**config.mk**
```make
export PLATFORM = sky130hd
export DESIGN_NAME = cfg_port_decoder
export DESIGN_NICKNAME = d
export VERILOG_FILES = /design/src/rtl/cfg_port_decoder_pkg.sv /design/src/rtl/cfg_port_latch.sv /design/src/rtl/cfg_port_target.sv /design/src/rtl/cfg_port_resp.sv /design/src/rtl/cfg_port_decoder.sv
export SDC_FILE = /design/constraint.sdc
export NUM_CORES = 1
export LEC_CHECK = 0
export BUFFER_PORTS_ARGS = -buffer_cell sky130_fd_sc_hd__buf_2
export CAP_MARGIN = 20
export CORE_MARGIN = 3
export CORE_UTILIZATION = 44
export DETAILED_ROUTE_END_ITERATION = 8
export PLACE_DENSITY = 0.79
export SETUP_SLACK_MARGIN = 0.05
export SLEW_MARGIN = 5
export SYNTH_ARGS = -nofsm -noshare
export SYNTH_HDL_FRONTEND = slang
export SYNTH_SLANG_ARGS = --single-unit
export TNS_END_PERCENT = 5
```
**constraint.sdc**
```tcl
create_clock -name clk -period 2.4 [get_ports clk]
set_input_delay 0 -clock clk [delete_from_list [all_inputs] [get_ports clk]]
set_output_delay 0 -clock clk [all_outputs]
set_load 0.01 [all_outputs]
```
**src/rtl/cfg_port_decoder_pkg.sv**
```systemverilog
package cfg_port_decoder_pkg;
  localparam int DATA_W  = 32;
  localparam int LANES   = DATA_W / 8;
  localparam int BUS_W   = 8;
  localparam int DEV_W   = 5;
  localparam int FN_W    = 3;
  localparam int REG_W   = 8;
  localparam int SIZE_W  = 3;

  // Clip a requested byte count to one dword.
  function automatic logic [SIZE_W-1:0] clip_size(input logic [3:0] s);
    return (s > 4'd4) ? 3'd4 : s[SIZE_W-1:0];
  endfunction

  // Window lanes touched by an access starting at lane k with sz bytes.
  function automatic logic [LANES-1:0] window_lanes(input logic [1:0] k,
                                                    input logic [SIZE_W-1:0] sz);
    logic [LANES-1:0] m;
    for (int j = 0; j < LANES; j++)
      m[j] = (j >= int'(k)) && ((j - int'(k)) < int'(sz));
    return m;
  endfunction

  // All-ones in the low sz bytes.
  function automatic logic [DATA_W-1:0] byte_fill(input logic [SIZE_W-1:0] sz);
    logic [DATA_W-1:0] f;
    for (int i = 0; i < LANES; i++)
      f[8*i +: 8] = (i < int'(sz)) ? 8'hFF : 8'h00;
    return f;
  endfunction
endpackage

```
**src/rtl/cfg_port_latch.sv**
```systemverilog
module cfg_port_latch
  import cfg_port_decoder_pkg::*;
(
  input  logic              clk,
  input  logic              rst_n,
  input  logic              wr_en,
  input  logic [LANES-1:0]  lane_mask,
  input  logic [DATA_W-1:0] wdata_aligned,
  output logic [DATA_W-1:0] q
);
  for (genvar j = 0; j < LANES; j++) begin : g_lane
    always_ff @(posedge clk) begin
      if (!rst_n)
        q[8*j +: 8] <= 8'h00;
      else if (wr_en && lane_mask[j])
        q[8*j +: 8] <= wdata_aligned[8*j +: 8];
    end
  end
endmodule

```
**src/rtl/cfg_port_target.sv**
```systemverilog
module cfg_port_target
  import cfg_port_decoder_pkg::*;
#(
  parameter logic [BUS_W-1:0]         BUS_ID  = 8'h00,
  parameter int                       NDEV    = 32,
  parameter logic [NDEV-1:0]          DEV_MAP = 32'h0000_000B
) (
  input  logic             en,
  input  logic [BUS_W-1:0] bus,
  input  logic [DEV_W-1:0] dev,
  input  logic [FN_W-1:0]  fn,
  output logic             present
);
  logic bus_hit, fn_hit, slot_hit;
  assign bus_hit  = (bus == BUS_ID);
  assign fn_hit   = (fn == '0);
  assign slot_hit = DEV_MAP[dev];
  assign present  = en && bus_hit && fn_hit && slot_hit;
endmodule

```
**src/rtl/cfg_port_resp.sv**
```systemverilog
module cfg_port_resp
  import cfg_port_decoder_pkg::*;
(
  input  logic              clk,
  input  logic              rst_n,
  input  logic              load,
  input  logic [DATA_W-1:0] data_in,
  output logic              valid_q,
  output logic [DATA_W-1:0] data_q
);
  always_ff @(posedge clk) begin
    if (!rst_n) begin
      valid_q <= 1'b0;
      data_q  <= '0;
    end else begin
      valid_q <= load;
      if (load) data_q <= data_in;
    end
  end
endmodule

```
**src/rtl/cfg_port_decoder.sv**
```systemverilog
module cfg_port_decoder
  import cfg_port_decoder_pkg::*;
#(
  parameter logic [BUS_W-1:0] BUS_ID  = 8'h00,
  parameter logic [31:0]      DEV_MAP = 32'h0000_000B
) (
  input  logic              clk,
  input  logic              rst_n,
  input  logic              req_valid,
  input  logic              req_write,
  input  logic [1:0]        req_space,
  input  logic [23:0]       req_offset,
  input  logic [3:0]        req_size,
  input  logic [DATA_W-1:0] req_wdata,
  output logic              rsp_valid,
  output logic [DATA_W-1:0] rsp_rdata,
  output logic              cfg_req,
  output logic              cfg_write,
  output logic [DEV_W-1:0]  cfg_dev,
  output logic [REG_W-1:0]  cfg_reg,
  output logic [SIZE_W-1:0] cfg_size,
  output logic [DATA_W-1:0] cfg_wdata,
  input  logic [DATA_W-1:0] cfg_rdata
);
  localparam int NDEV = 1 << DEV_W;

  // Access classification
  logic              is_latch, is_mmio;
  logic [1:0]        lane_k;
  logic [SIZE_W-1:0] size_c;
  logic [LANES-1:0]  lane_mask;
  logic [DATA_W-1:0] fill_mask;

  assign is_latch  = (req_space == 2'b00);
  assign is_mmio   = req_space[1];
  assign lane_k    = req_offset[1:0];
  assign size_c    = clip_size(req_size);
  assign lane_mask = window_lanes(lane_k, size_c);
  assign fill_mask = byte_fill(size_c);

  // Address latch
  logic              lat_wr;
  logic [DATA_W-1:0] latch_q;
  assign lat_wr = req_valid && req_write && is_latch;

  cfg_port_latch u_latch (
    .clk          (clk),
    .rst_n        (rst_n),
    .wr_en        (lat_wr),
    .lane_mask    (lane_mask),
    .wdata_aligned(req_wdata << {lane_k, 3'b000}),
    .q            (latch_q)
  );

  // Target selection: latched address or memory-mapped offset
  logic             tgt_en, tgt_present;
  logic [BUS_W-1:0] tgt_bus;
  logic [DEV_W-1:0] tgt_dev;
  logic [FN_W-1:0]  tgt_fn;
  logic [REG_W-1:0] tgt_reg;

  assign tgt_en  = is_mmio ? 1'b1               : latch_q[31];
  assign tgt_bus = is_mmio ? req_offset[23:16]  : latch_q[23:16];
  assign tgt_dev = is_mmio ? req_offset[15:11]  : latch_q[15:11];
  assign tgt_fn  = is_mmio ? req_offset[10:8]   : latch_q[10:8];
  assign tgt_reg = is_mmio ? req_offset[7:0]    : {latch_q[7:2], lane_k};

  cfg_port_target #(
    .BUS_ID (BUS_ID),
    .NDEV   (NDEV),
    .DEV_MAP(DEV_MAP)
  ) u_target (
    .en     (tgt_en),
    .bus    (tgt_bus),
    .dev    (tgt_dev),
    .fn     (tgt_fn),
    .present(tgt_present)
  );

  // Storage request
  logic cfg_access;
  assign cfg_access = req_valid && !is_latch && tgt_present && (size_c != '0);
  assign cfg_req    = cfg_access;
  assign cfg_write  = cfg_access && req_write;
  assign cfg_dev    = tgt_dev;
  assign cfg_reg    = tgt_reg;
  assign cfg_size   = size_c;
  assign cfg_wdata  = req_wdata;

  // Read data selection
  logic              rd_load;
  logic [DATA_W-1:0] rd_next;
  assign rd_load = req_valid && !req_write;

  always_comb begin
    if (is_latch)
      rd_next = (latch_q >> {lane_k, 3'b000}) & fill_mask;
    else if (tgt_present)
      rd_next = cfg_rdata & fill_mask;
    else
      rd_next = fill_mask;
  end

  cfg_port_resp u_resp (
    .clk    (clk),
    .rst_n  (rst_n),
    .load   (rd_load),
    .data_in(rd_next),
    .valid_q(rsp_valid),
    .data_q (rsp_rdata)
  );
endmodule

```
==> summary.txt <==
Minimum clock period after layout: 2.222 ns
Number of failing hold endpoints at the final stage: 0
TritonCTS buffer count: 9
Placed Cells: 783
Final layout net count: 807
Final critical-path share of the clock period: 0.9260
Pwr per Cell Area: 522.2 nW/um^2
Post-DP HPWL: 11390 um
Area growth from synthesis to layout: 33.20%
Max-slew violation total from the final report: 0
Area of the core: 9328 sq um
Remaining DRCs: 0
Most common cell in the synthesized netlist: sky130_fd_sc_hd__nand2_1
Cell Rows: 35
Overall die area: 10890 sq um
First-iteration detailed-routing DRC count: 439
Sequential cell area fraction in the yosys report: 0.3058
Worst-path fanout max: 33
Gr ovfl total: 0
Critical Path RT: 2.40 ns
Aggregate negative setup slack: 0 ns
Final setup violation count: 0
Most area-consuming cells after synthesis: sky130_fd_sc_hd__dfxtp_1, sky130_fd_sc_hd__mux2_2, sky130_fd_sc_hd__mux2i_1
Detail Route Antenna Nets: 0
Number of antenna cells inserted: 0
Top routing layer in use: met4
Post-detailed-route via-to-cell ratio: 5.712
Clock tree skew after final layout: 0.008561 ns
Maximum count of clock buffers along a single path: 2
Slew of the pin with the lowest slew margin: 0.9860 ns
Async set-or-reset flop fraction in the synthesized netlist: 0
#FFs+latches synth: 65
Count of pins on the block boundary: 181
Class of the tightest hold or removal check: input port to flip-flop
Leak: 0.002513 uW
Startpoint types: flip-flop
WL/cell: 18.49 um
Detailed-routed wire length on met3: 1343 um
Filler cells: 851
Yosys top cell by area: sky130_fd_sc_hd__dfxtp_1
Fraction of synthesized cell area taken by the top area cell type: 0.3058
First-pass iteration count of the detailed router: 5
Vias: 4758
Worst supply voltage drop on vdd: 0.2816 mV
Leading post-synthesis cells by instance count: sky130_fd_sc_hd__nand2_1, sky130_fd_sc_hd__dfxtp_1, sky130_fd_sc_hd__a21oi_1, sky130_fd_sc_hd__buf_4, sky130_fd_sc_hd__mux2i_1
Largest net degree at the start of global routing: 44
Clk slew on worst S/H paths: 0.08 ns
Routability congestion estimate: 0.9757
Buffer cell driving the clock tree root: sky130_fd_sc_hd__clkbuf_8
Setup slack of the worst register-to-register path: 0.24 ns
Distinct cells, synth: 41
Detailed route wirelength on metal2: 7183 um
Mean instance size in the synthesized netlist: 8.105 sq um
Number of buffers inserted by port buffering: 180
Unrepaired setup endpoints after global routing: false
First-pass GRT wire length: 23810 um
Reg2Reg Depth: 6
Initial core utilization: 0.4562
H-Tree Level Count: 3
Number of antenna violations at the first check in global routing: 0
Post-route insts no fill: 833
Count of warnings emitted by yosys: 0
Post-CTS Setup Repair Bufs: 0
Capture point of the critical path: cfg_write
Worst R2R Start: u_latch.q[18]
Total power of the final layout: 2960 uW
Maximum achievable frequency: 450.0 MHz
Met1 WL: 6592 um
Critical Setup Path Class: flip-flop to output port
Post-detailed-routing wire length: 15400 um
Share of post-route cells with drive strength above 1: 0.3636
Max transition margin: 0.3406
Launch point of the worst path: u_latch.q[8]
Critical R2R Capture: u_resp.data_q[23]
Commonest register cell after synthesis: sky130_fd_sc_hd__dfxtp_1
Post-synth design cell area: 4255 sq um
CP Capture Type: output port
Max Cap Viol: 0
Count of flip-flops with a built-in enable after synthesis: 0
CTS tree: done
Clock network latency to the later pin of the worst-skew pair: 0.35 ns
Die Width: 104.3 um
Total global-route track usage: 0.2721
Count of mapped cells out of synthesis: 525
Via count of the first global-routing pass: 4607
Arrival time worst endpoint: 2.22 ns
Syn Nets: 633
Die Ht: 104.3 um
Run status: finished, final reports clean
Sinks on the clock net: 65
[where the power goes]
group / internal (uW) / switching, uW
clock: 750 / 439
combinational: 279 / 349
sequential: 1120 / 25.5
total: 2150 / 814
[per-stage QoR]
step / utilization / hold WS (ns) / worst slack (ns) / area (sq um)
detailed placement: 0.5429 / 0.2019 / 0.2041 / 5064
floorplan: - / 0.09177 / 0.07672 / 4260
finish: 0.6076 / 0.01364 / 0.1776 / 5668
global route: 0.6076 / 0.004349 / 0.05449 / 5668
CTS: 0.6066 / 0.004737 / 0.09937 / 5658
global placement: 0.5429 / 0.2026 / 0.2675 / 5064
[state kept, by name, indices dropped and copies added (netlist names)]
register,flops
u_latch.q,32
u_resp.data_q,32
u_resp.valid_q,1
[critical path: stages (launching register included)]
cell and delay (ns):
sky130_fd_sc_hd__dfxtp_1 0.35, sky130_fd_sc_hd__or4_1 0.58, sky130_fd_sc_hd__o41ai_2 0.09, sky130_fd_sc_hd__o2111ai_2 0.16, sky130_fd_sc_hd__buf_6 0.22, sky130_fd_sc_hd__nor3_4 0.21
sky130_fd_sc_hd__and2_1 0.14, sky130_fd_sc_hd__buf_2 0.12
[worst min path at each step]
stage	from	end	cells past startpoint
floorplan	req_offset[0]	cfg_reg[0]	1
global route	cfg_rdata[4]	u_resp.data_q[4]	3
detailed placement	req_wdata[28]	cfg_wdata[28]	2
CTS	cfg_rdata[19]	u_resp.data_q[19]	3
finish	req_wdata[8]	u_latch.q[16]	3
global placement	req_wdata[28]	cfg_wdata[28]	2
[layout make-up]
cell class,count,area [sq um],area share
Clock buffer,12,155.1,0.02737
Clock inverter,4,98.84,0.01744
Inverter,10,37.54,0.006623
Multi-Input combinational cell,377,2504,0.4417
Sequential cell,65,1301,0.2296
Tap cell,129,161.4,0.02848
Timing Repair Buffer,236,1410,0.2488
[per-layer routing]
metal,GRT usage,up-vias
li1,-,2244
met1,0.3504,2216
met2,0.4451,274
met3,0.06890,24
met4,0.08642,0
met5,0,-
[what timing repair did]
item	in CTS	in global routing
gates resized for setup	0	2
hold buffers	34	0
endpoints found under the setup margin	0	1
endpoints found under the hold margin	34	0
[cells in the final DEF (no fill, tap or decap), drive strengths merged, types with 2 or more instances in the layout]
cell type | netlist | final
a211oi | 10 | 10
a21oi | 62 | 62
a221oi | 14 | 14
a22oi | 8 | 8
a31oi | 9 | 9
and2 | 3 | 3
buf | 48 | 202
bufinv | 0 | 3
clkbuf | 25 | 12
dfxtp | 65 | 65
dlygate4sd3 | 0 | 34
ha | 10 | 10
inv | 10 | 10
mux2 | 32 | 32
mux2i | 34 | 34
nand2 | 86 | 86
nand2b | 3 | 3
nand3 | 8 | 8
nor2 | 16 | 16
nor2b | 3 | 3
nor3 | 13 | 13
nor4 | 2 | 2
o2111ai | 2 | 2
o21ai | 19 | 19
o311ai | 8 | 8
o31ai | 25 | 25
or4 | 3 | 3
[logic make-up after synthesis]
kind of cell             count (synthesis)  share of synthesized area
AO/OA/AOI/OAI                          161                     0.2467
AND/OR/NAND/NOR                        140                     0.1438
buffers and inverters                   83                     0.1088
multiplexers                            66                     0.1655
flip-flops                              65                     0.3058
adder cells (fa/ha/maj)                 10                    0.02940
No activity file was read; power rests on OpenSTA's default activity.
